$ cat src/rtl/irqd_pkg.sv
package irqd_pkg;

    localparam int IDX_W = 10;

    // global region offsets (addr[15:12] == 0)
    localparam logic [11:0] OFF_CTRL   = 12'h000;
    localparam logic [11:0] OFF_SET_EN = 12'h030;
    localparam logic [11:0] OFF_CLR_EN = 12'h034;
    localparam int          ROUTE_WORD0 = 64;   // 0x100 / 4

    // per-CPU window offsets (addr[15:12] == 1, addr[11:8] = cpu)
    localparam logic [3:0]  CPU_REGION  = 4'h1;
    localparam int          CAUSE_BASE  = 16'h10;
    localparam logic [7:0]  OFF_SET_MSK = 8'h48;
    localparam logic [7:0]  OFF_CLR_MSK = 8'h4C;
    localparam logic [7:0]  OFF_LMASK   = 8'h54;

    typedef enum logic [2:0] {
        WR_NONE,
        WR_CTRL,
        WR_SET_EN,
        WR_CLR_EN,
        WR_ROUTE,
        WR_SET_MSK,
        WR_CLR_MSK,
        WR_LMASK
    } wr_op_e;

    typedef enum logic [2:0] {
        RD_ZERO,
        RD_CTRL,
        RD_ROUTE,
        RD_CAUSE,
        RD_LMASK
    } rd_sel_e;

    typedef struct packed {
        wr_op_e           wr_op;
        rd_sel_e          rd_sel;
        logic [3:0]       cpu;
        logic [IDX_W-1:0] src;
        logic [4:0]       word;
    } dec_t;

endpackage

$ cat src/rtl/irqd_decode.sv
module irqd_decode
    import irqd_pkg::*;
#(
    parameter int NUM_CPUS  = 2,
    parameter int NUM_SRC   = 64,
    parameter int NUM_WORDS = 2
) (
    input  logic [15:0] addr,
    input  logic        we,
    output dec_t        dec
);

    logic [IDX_W-1:0] route_idx;
    logic [4:0]       word_idx;
    logic             in_cpu;
    logic             cause_hit;

    always_comb begin
        route_idx = addr[11:2] - IDX_W'(ROUTE_WORD0);
        word_idx  = addr[6:2] - 5'd4;
        in_cpu    = (addr[15:12] == CPU_REGION) && (int'(addr[11:8]) < NUM_CPUS);
        cause_hit = (int'(addr[7:0]) >= CAUSE_BASE)
                 && (int'(addr[7:0]) < CAUSE_BASE + 4 * NUM_WORDS)
                 && (addr[1:0] == 2'b00);

        dec        = '0;
        dec.wr_op  = WR_NONE;
        dec.rd_sel = RD_ZERO;
        dec.cpu    = addr[11:8];
        dec.src    = route_idx;
        dec.word   = word_idx;

        if (addr[15:12] == 4'h0) begin
            if (addr[11:0] == OFF_CTRL) begin
                dec.rd_sel = RD_CTRL;
                if (we) dec.wr_op = WR_CTRL;
            end else if (addr[11:0] == OFF_SET_EN) begin
                if (we) dec.wr_op = WR_SET_EN;
            end else if (addr[11:0] == OFF_CLR_EN) begin
                if (we) dec.wr_op = WR_CLR_EN;
            end else if (addr[11:8] != 4'h0 && addr[1:0] == 2'b00
                         && int'(route_idx) < NUM_SRC) begin
                dec.rd_sel = RD_ROUTE;
                if (we) dec.wr_op = WR_ROUTE;
            end
        end else if (in_cpu) begin
            if (cause_hit) begin
                dec.rd_sel = RD_CAUSE;
            end else if (addr[7:0] == OFF_SET_MSK) begin
                if (we) dec.wr_op = WR_SET_MSK;
            end else if (addr[7:0] == OFF_CLR_MSK) begin
                if (we) dec.wr_op = WR_CLR_MSK;
            end else if (addr[7:0] == OFF_LMASK) begin
                dec.rd_sel = RD_LMASK;
                if (we) dec.wr_op = WR_LMASK;
            end
        end
    end

endmodule

$ cat src/rtl/irqd_state.sv
module irqd_state
    import irqd_pkg::*;
#(
    parameter int NUM_CPUS = 2,
    parameter int NUM_SRC  = 64,
    parameter int PRIV_SRC = 32
) (
    input  logic                                   clk,
    input  logic                                   rst_n,
    input  dec_t                                   dec,
    input  logic [31:0]                            wdata,
    output logic                                   dist_en,
    output logic [NUM_SRC-1:0]                     src_en,
    output logic [NUM_CPUS-1:0][PRIV_SRC-1:0]      priv_msk,
    output logic [NUM_SRC-1:0][2*NUM_CPUS-1:0]     route,
    output logic [NUM_CPUS-1:0][NUM_CPUS-1:0]      lmask
);

    localparam int SRC_W  = $clog2(NUM_SRC);
    localparam int CPU_W  = $clog2(NUM_CPUS);
    localparam int PRIV_W = $clog2(PRIV_SRC);
    localparam int RT_W   = 2 * NUM_CPUS;

    typedef struct packed {
        logic                                dist_en;
        logic [NUM_SRC-1:0]                  en;
        logic [NUM_CPUS-1:0][PRIV_SRC-1:0]   msk;
        logic [NUM_SRC-1:0][RT_W-1:0]        route;
        logic [NUM_CPUS-1:0][NUM_CPUS-1:0]   lmask;
    } st_t;

    st_t st_d, st_q;

    logic [IDX_W-1:0]  num;
    logic              shared_ok;
    logic              priv_ok;
    logic [CPU_W-1:0]  cpu;
    logic [SRC_W-1:0]  rsrc;
    logic [SRC_W-1:0]  nsrc;
    logic [PRIV_W-1:0] npriv;

    always_comb begin
        num       = wdata[IDX_W-1:0];
        shared_ok = (int'(num) >= PRIV_SRC) && (int'(num) < NUM_SRC);
        priv_ok   = int'(num) < PRIV_SRC;
        cpu       = dec.cpu[CPU_W-1:0];
        rsrc      = dec.src[SRC_W-1:0];
        nsrc      = num[SRC_W-1:0];
        npriv     = num[PRIV_W-1:0];

        st_d = st_q;
        case (dec.wr_op)
            WR_CTRL:    st_d.dist_en = wdata[0];
            WR_SET_EN:  if (shared_ok) st_d.en[nsrc] = 1'b1;
            WR_CLR_EN:  if (shared_ok) st_d.en[nsrc] = 1'b0;
            WR_ROUTE: begin
                for (int c = 0; c < NUM_CPUS; c++) begin
                    st_d.route[rsrc][c]          = wdata[c];
                    st_d.route[rsrc][NUM_CPUS+c] = wdata[8+c];
                end
            end
            WR_SET_MSK: if (priv_ok) st_d.msk[cpu][npriv] = 1'b1;
            WR_CLR_MSK: if (priv_ok) st_d.msk[cpu][npriv] = 1'b0;
            WR_LMASK:   st_d.lmask[cpu] = wdata[NUM_CPUS-1:0];
            default: ;
        endcase
    end

    always_ff @(posedge clk or negedge rst_n) begin
        if (!rst_n) begin
            st_q     <= '0;
            st_q.msk <= '1;
        end else begin
            st_q <= st_d;
        end
    end

    assign dist_en  = st_q.dist_en;
    assign src_en   = st_q.en;
    assign priv_msk = st_q.msk;
    assign route    = st_q.route;
    assign lmask    = st_q.lmask;

    logic unused_bits;
    assign unused_bits = ^{wdata[31:16], dec.rd_sel, dec.word, dec.cpu, dec.src};

    assert_set_en_R3: assert property (@(posedge clk) disable iff (!rst_n)
        (dec.wr_op == WR_SET_EN && shared_ok) |=> st_q.en[$past(nsrc)]);

    assert_clr_en_R3: assert property (@(posedge clk) disable iff (!rst_n)
        (dec.wr_op == WR_CLR_EN && shared_ok) |=> !st_q.en[$past(nsrc)]);

    assert_unmask_R5: assert property (@(posedge clk) disable iff (!rst_n)
        (dec.wr_op == WR_CLR_MSK && priv_ok) |=> !st_q.msk[$past(cpu)][$past(npriv)]);

    assert_oob_ignored_R9: assert property (@(posedge clk) disable iff (!rst_n)
        ((dec.wr_op == WR_SET_EN || dec.wr_op == WR_CLR_EN) && !shared_ok)
        |=> $stable(st_q.en));

    assert_oob_mask_R9: assert property (@(posedge clk) disable iff (!rst_n)
        ((dec.wr_op == WR_SET_MSK || dec.wr_op == WR_CLR_MSK) && !priv_ok)
        |=> $stable(st_q.msk));

endmodule

$ cat src/rtl/irqd_route.sv
module irqd_route #(
    parameter int NUM_CPUS = 2,
    parameter int NUM_SRC  = 64,
    parameter int PRIV_SRC = 32
) (
    input  logic                                clk,
    input  logic                                rst_n,
    input  logic                                dist_en,
    input  logic [NUM_SRC-1:0]                  src_en,
    input  logic [NUM_CPUS-1:0][PRIV_SRC-1:0]   priv_msk,
    input  logic [NUM_SRC-1:0][2*NUM_CPUS-1:0]  route,
    input  logic [NUM_CPUS-1:0][NUM_CPUS-1:0]   lmask,
    input  logic [NUM_SRC-1:0]                  src_pending,
    input  logic [NUM_CPUS-1:0]                 local_evt,
    output logic [NUM_CPUS-1:0][NUM_SRC-1:0]    cause,
    output logic [NUM_CPUS-1:0]                 cpu_irq
);

    typedef struct packed {
        logic [NUM_CPUS-1:0] irq;
    } st_t;

    st_t st_d, st_q;

    logic [NUM_CPUS-1:0][NUM_SRC-1:0] live;
    logic [NUM_CPUS-1:0]              own_lmask;

    for (genvar c = 0; c < NUM_CPUS; c++) begin : g_cpu
        assign own_lmask[c] = lmask[c][c];
        for (genvar n = 0; n < NUM_SRC; n++) begin : g_src
            assign cause[c][n] = src_pending[n] & (route[n][c] | route[n][NUM_CPUS+c]);
            if (n < PRIV_SRC) begin : g_priv
                assign live[c][n] = ~priv_msk[c][n];
            end else begin : g_shared
                assign live[c][n] = src_en[n];
            end
        end

        assert_irq_has_cause_R7: assert property (@(posedge clk) disable iff (!rst_n)
            cpu_irq[c] |-> $past((|cause[c]) || local_evt[c]));
    end

    always_comb begin
        st_d = st_q;
        for (int c = 0; c < NUM_CPUS; c++) begin
            st_d.irq[c] = dist_en
                        & ((|(cause[c] & live[c])) | (local_evt[c] & own_lmask[c]));
        end
    end

    always_ff @(posedge clk or negedge rst_n) begin
        if (!rst_n) st_q <= '0;
        else        st_q <= st_d;
    end

    assign cpu_irq = st_q.irq;

    logic unused_lmask;
    assign unused_lmask = ^lmask;

    assert_gate_off_R7: assert property (@(posedge clk) disable iff (!rst_n)
        !dist_en |=> cpu_irq == '0);

endmodule

$ cat src/rtl/irq_distributor.sv
module irq_distributor
    import irqd_pkg::*;
#(
    parameter int NUM_CPUS = 2,
    parameter int NUM_SRC  = 64
) (
    input  logic                clk,
    input  logic                rst_n,
    input  logic [15:0]         bus_addr,
    input  logic                bus_we,
    input  logic [31:0]         bus_wdata,
    output logic [31:0]         bus_rdata,
    input  logic [NUM_SRC-1:0]  src_pending,
    input  logic [NUM_CPUS-1:0] local_evt,
    output logic [NUM_CPUS-1:0] cpu_irq
);

    localparam int PRIV_SRC  = 32;
    localparam int NUM_WORDS = NUM_SRC / 32;
    localparam int WORD_W    = (NUM_WORDS > 1) ? $clog2(NUM_WORDS) : 1;
    localparam int CPU_W     = $clog2(NUM_CPUS);
    localparam int SRC_W     = $clog2(NUM_SRC);

    dec_t                               dec;
    logic                               dist_en;
    logic [NUM_SRC-1:0]                 src_en;
    logic [NUM_CPUS-1:0][PRIV_SRC-1:0]  priv_msk;
    logic [NUM_SRC-1:0][2*NUM_CPUS-1:0] route;
    logic [NUM_CPUS-1:0][NUM_CPUS-1:0]  lmask;
    logic [NUM_CPUS-1:0][NUM_SRC-1:0]   cause;

    irqd_decode #(
        .NUM_CPUS (NUM_CPUS),
        .NUM_SRC  (NUM_SRC),
        .NUM_WORDS(NUM_WORDS)
    ) u_decode (
        .addr(bus_addr),
        .we  (bus_we),
        .dec (dec)
    );

    irqd_state #(
        .NUM_CPUS(NUM_CPUS),
        .NUM_SRC (NUM_SRC),
        .PRIV_SRC(PRIV_SRC)
    ) u_state (
        .clk     (clk),
        .rst_n   (rst_n),
        .dec     (dec),
        .wdata   (bus_wdata),
        .dist_en (dist_en),
        .src_en  (src_en),
        .priv_msk(priv_msk),
        .route   (route),
        .lmask   (lmask)
    );

    irqd_route #(
        .NUM_CPUS(NUM_CPUS),
        .NUM_SRC (NUM_SRC),
        .PRIV_SRC(PRIV_SRC)
    ) u_route (
        .clk        (clk),
        .rst_n      (rst_n),
        .dist_en    (dist_en),
        .src_en     (src_en),
        .priv_msk   (priv_msk),
        .route      (route),
        .lmask      (lmask),
        .src_pending(src_pending),
        .local_evt  (local_evt),
        .cause      (cause),
        .cpu_irq    (cpu_irq)
    );

    typedef struct packed {
        logic [31:0] rdata;
    } rd_t;

    rd_t rd_d, rd_q;

    logic [CPU_W-1:0]   cpu;
    logic [SRC_W-1:0]   rsrc;
    logic [WORD_W-1:0]  word;
    logic [NUM_SRC-1:0] cause_sel;

    always_comb begin
        cpu       = dec.cpu[CPU_W-1:0];
        rsrc      = dec.src[SRC_W-1:0];
        word      = dec.word[WORD_W-1:0];
        cause_sel = cause[cpu];

        rd_d.rdata = '0;
        case (dec.rd_sel)
            RD_CTRL: begin
                rd_d.rdata[11:2] = 10'(NUM_SRC);
                rd_d.rdata[0]    = dist_en;
            end
            RD_ROUTE: begin
                for (int c = 0; c < NUM_CPUS; c++) begin
                    rd_d.rdata[c]   = route[rsrc][c];
                    rd_d.rdata[8+c] = route[rsrc][NUM_CPUS+c];
                end
            end
            RD_CAUSE: rd_d.rdata = cause_sel[{word, 5'b0} +: 32];
            RD_LMASK: rd_d.rdata[NUM_CPUS-1:0] = lmask[cpu];
            default: ;
        endcase
    end

    always_ff @(posedge clk or negedge rst_n) begin
        if (!rst_n) rd_q <= '0;
        else        rd_q <= rd_d;
    end

    assign bus_rdata = rd_q.rdata;

    logic unused_dec;
    assign unused_dec = ^{dec.wr_op, dec.cpu, dec.src, dec.word};

    assert_ctrl_count_R2: assert property (@(posedge clk) disable iff (!rst_n)
        (bus_addr == 16'h0000) |=> bus_rdata[11:2] == 10'(NUM_SRC));

    assert_unmapped_zero_R10: assert property (@(posedge clk) disable iff (!rst_n)
        (bus_addr[15:13] != 3'b000) |=> bus_rdata == '0);

endmodule

$ cat config.mk
export PLATFORM = sky130hd
export DESIGN_NAME = irq_distributor
export DESIGN_NICKNAME = d
export VERILOG_FILES = /design/src/rtl/irqd_pkg.sv /design/src/rtl/irqd_decode.sv /design/src/rtl/irqd_state.sv /design/src/rtl/irqd_route.sv /design/src/rtl/irq_distributor.sv
export SDC_FILE = /design/constraint.sdc
export NUM_CORES = 1
export LEC_CHECK = 0
export BUFFER_PORTS_ARGS = -buffer_cell sky130_fd_sc_hd__buf_4
export CAP_MARGIN = 20
export CORE_UTILIZATION = 27
export DETAILED_ROUTE_END_ITERATION = 7
export GPL_TIMING_DRIVEN = 0
export PLACE_DENSITY = 0.38
export SKIP_LAST_GASP = 1
export SLEW_MARGIN = 40
export SYNTH_ARGS = -nofsm -noshare
export SYNTH_HDL_FRONTEND = slang
export SYNTH_HIERARCHICAL = 1
export SYNTH_SLANG_ARGS = --single-unit
$ cat constraint.sdc
create_clock -name clk -period 4.76 [get_ports clk]
set_input_delay 0.714 -clock clk [delete_from_list [all_inputs] [get_ports clk]]
set_output_delay 0.714 -clock clk [all_outputs]
set_load 0.02 [all_outputs]
==> summary.md <==
| Metric | Value |
|---|---|
| CTS Buf Count | `48` |
| Crit Path Category | `primary input to flip-flop` |
| Die W | `roughly 280 um` |
| Final nets | `about 2000` |
| Leakage power total | `11.4 nW` |
| Die Y | `between 200 and 300 um` |
| Max-cap violations | `0` |
| Vias in the first global route | `roughly 16000` |
| Worst hold slack | `roughly 0.039 ns` |
| Area of the die | `around 0.079 mm^2` |
| Placed cell count | `roughly 2900` |
| Initial antenna violation count | `10` |
| Routed Antenna Nets | `0` |
| Slowest stage delay, CP | `roughly 0.64 ns` |
| Fmax | `around 0.25 GHz` |
| Outcome | `complete, no violations` |
| GRT met1 Usage | `0.358` |
| Clock slew seen by the registers of the worst setup and hold paths | `0.06 ns` |
| CP cell instances | `buf_4 > or3_4 > nor3_2 > nand4_1 > o21ai_1 > nand4bb_1 > or2_2 > clkbuf_2 > nor4_2 > mux2_2` |
| Final setup violation count | `0` |
| Post-Syn Area | `0.0210 mm^2` |
| Avg Cell Area, Syn | `12.5 um^2` |
| Wirelength per Cell | `about 34 um` |
| Final setup margin | `approximately 0.74 ns` |
| Yosys warns | `6` |
| Crit path arrival time | `between 4 and 5 ns` |
| Relative slew slack | `0.377` |
| # port buffers | `~130` |
| Tcrit/Tclk final | `0.845` |
| Setup Skew | `approximately 0.032 ns` |
| Layout cells sized above 1 | `0.431` |
| Nature of the critical path startpoint | `primary input` |
| Total congestion overflow | `0` |
| Power per cell area | `304 mW/mm^2` |
| First-pass GRT wire length | `between 100000 and 150000 um` |
| RSZ-0062 raised after global routing | `no` |
| Drt pass-1 iters | `5` |
| Slew Limit Fails | `0` |
| Critical path's slowest cell | `o21ai_1` |
| Worst slew pin tran | `0.935 ns` |
| M2 GR Usage | `0.395` |
| Commonest non-fill, non-tap cell in the layout | `mux2_2` |
| DR iter-0 viols | `~1700` |
| Max Buffers Root-to-Sink | `3` |
| Pin count of the biggest net entering global routing | `76` |
| Worst EP required | `approximately 5.3 ns` |
| Synth-to-layout area growth | `20.5%` |
| Initial Util | `0.275` |
| DPL Wire Length | `79800 um` |
| M3 GR Usage | `0.0471` |
| I/O Pins | `between 150 and 200` |
| Final min period | `between 4 and 5 ns` |
| CTS tree | `yes` |
| Vias post-DR | `approximately 16000` |
| Commonest non-fill, non-tap cells in the layout | `mux2_2, dfrtp_1, buf_4` |
| Total power | `7.70 mW` |
| Fin util | `0.331` |
| Crit path max fanout | `8` |
| Worst reg2reg path startpoint | `u_state/route[103]` |
| Syn nets | `between 1500 and 2000` |
| DRC viols | `0` |
| Placement Setup Slack | `about 0.16 ns` |
| CTS hold repair buffers | `0` |
| Final Hold Fails | `0` |
| Std cell rows | `a little over 100` |
| Final RePlAce weighted congestion | `roughly 1` |
| Crit path capture type | `flip-flop` |
| Postcts setup bufs | `0` |
| Clk_lat worst skew | `between 0.6 and 0.7 ns` |
| Clk Tree Root Cell | `clkbuf_16` |
| CTS sink cnt | `about 400` |
| Resized cells post-CTS | `0` |
| Max VDD drop | `roughly 0.00023 V` |
| Worst min path class | `primary input to asynchronous set/reset pin` |
| Crit path from | `bus_addr[15]` |
| Final Instance Count excl. Fillers | `2946` |
| Avg Vias per Cell | `5.47` |
| Mapped Cells | `between 1500 and 2000` |
| Global route hottest layer | `met2` |
| All-Layer GR Usage | `0.258` |
| Area of the core | `0.0765 mm^2` |
| WL final | `around 100000 um` |
| H-tree levels | `2` |
## cell type report
type | count | area (um^2)
buffer | 98 | 469
sequential | 391 | 9860
inverter | 71 | 267
fill | 7706 | 51200
tap | 1030 | 1290
timing repair buffer | 147 | 1220
clock inverter | 22 | 268
clock buffer | 67 | 1380
multi-input combinational | 1119 | 10500
antenna | 1 | 2.50
## report_power, final
group	total [mW]	internal [mW]	switching (mW)
registers	3.33	3.33	0.00110
logic	0.498	0.144	0.355
clock network	3.87	2.30	1.57
total	7.70	5.77	1.92
## worst paths after layout
| path | slack [ns] | depth (start not counted) | endpoint |
|---|---|---|---|
| setup / recovery | 0.74 | 10 | u_state/route[29] |
| hold / removal | 0.04 | 1 | asynchronous set/reset pin |
| setup reg to reg | 1.75 | 5 | u_route/cpu_irq[1] |
| hold reg to reg | 0.51 | 2 | u_state/lmask[1] |
| max in group asynchronous | 3.21 | 4 | u_state/route[41] |
| min in group clk | 0.51 | 2 | u_state/lmask[1] |
## critical path, delay by kind of cell
kind                   cells  cell delay [ns]
and+or+nand+nor            6             2.32
AOI/OAI and AO/OA          1             0.64
buffers and inverters      2             0.41
muxes                      1             0.41
## through the flow
step	setup TNS [ns]	area, um^2
finish	0	25300
global route	0	25300
CTS	0	25300
detailed placement	0	23600
global placement	-560.02	23200
floorplan	0	21000
## routing by layer
metal	wire length, um	part of all wire
met1	45100	0.44
met4	4660	0.046
met2	44900	0.44
met3	6700	0.066
met5	41	0.00040
Note: power is estimated with default switching activity, not from simulation.
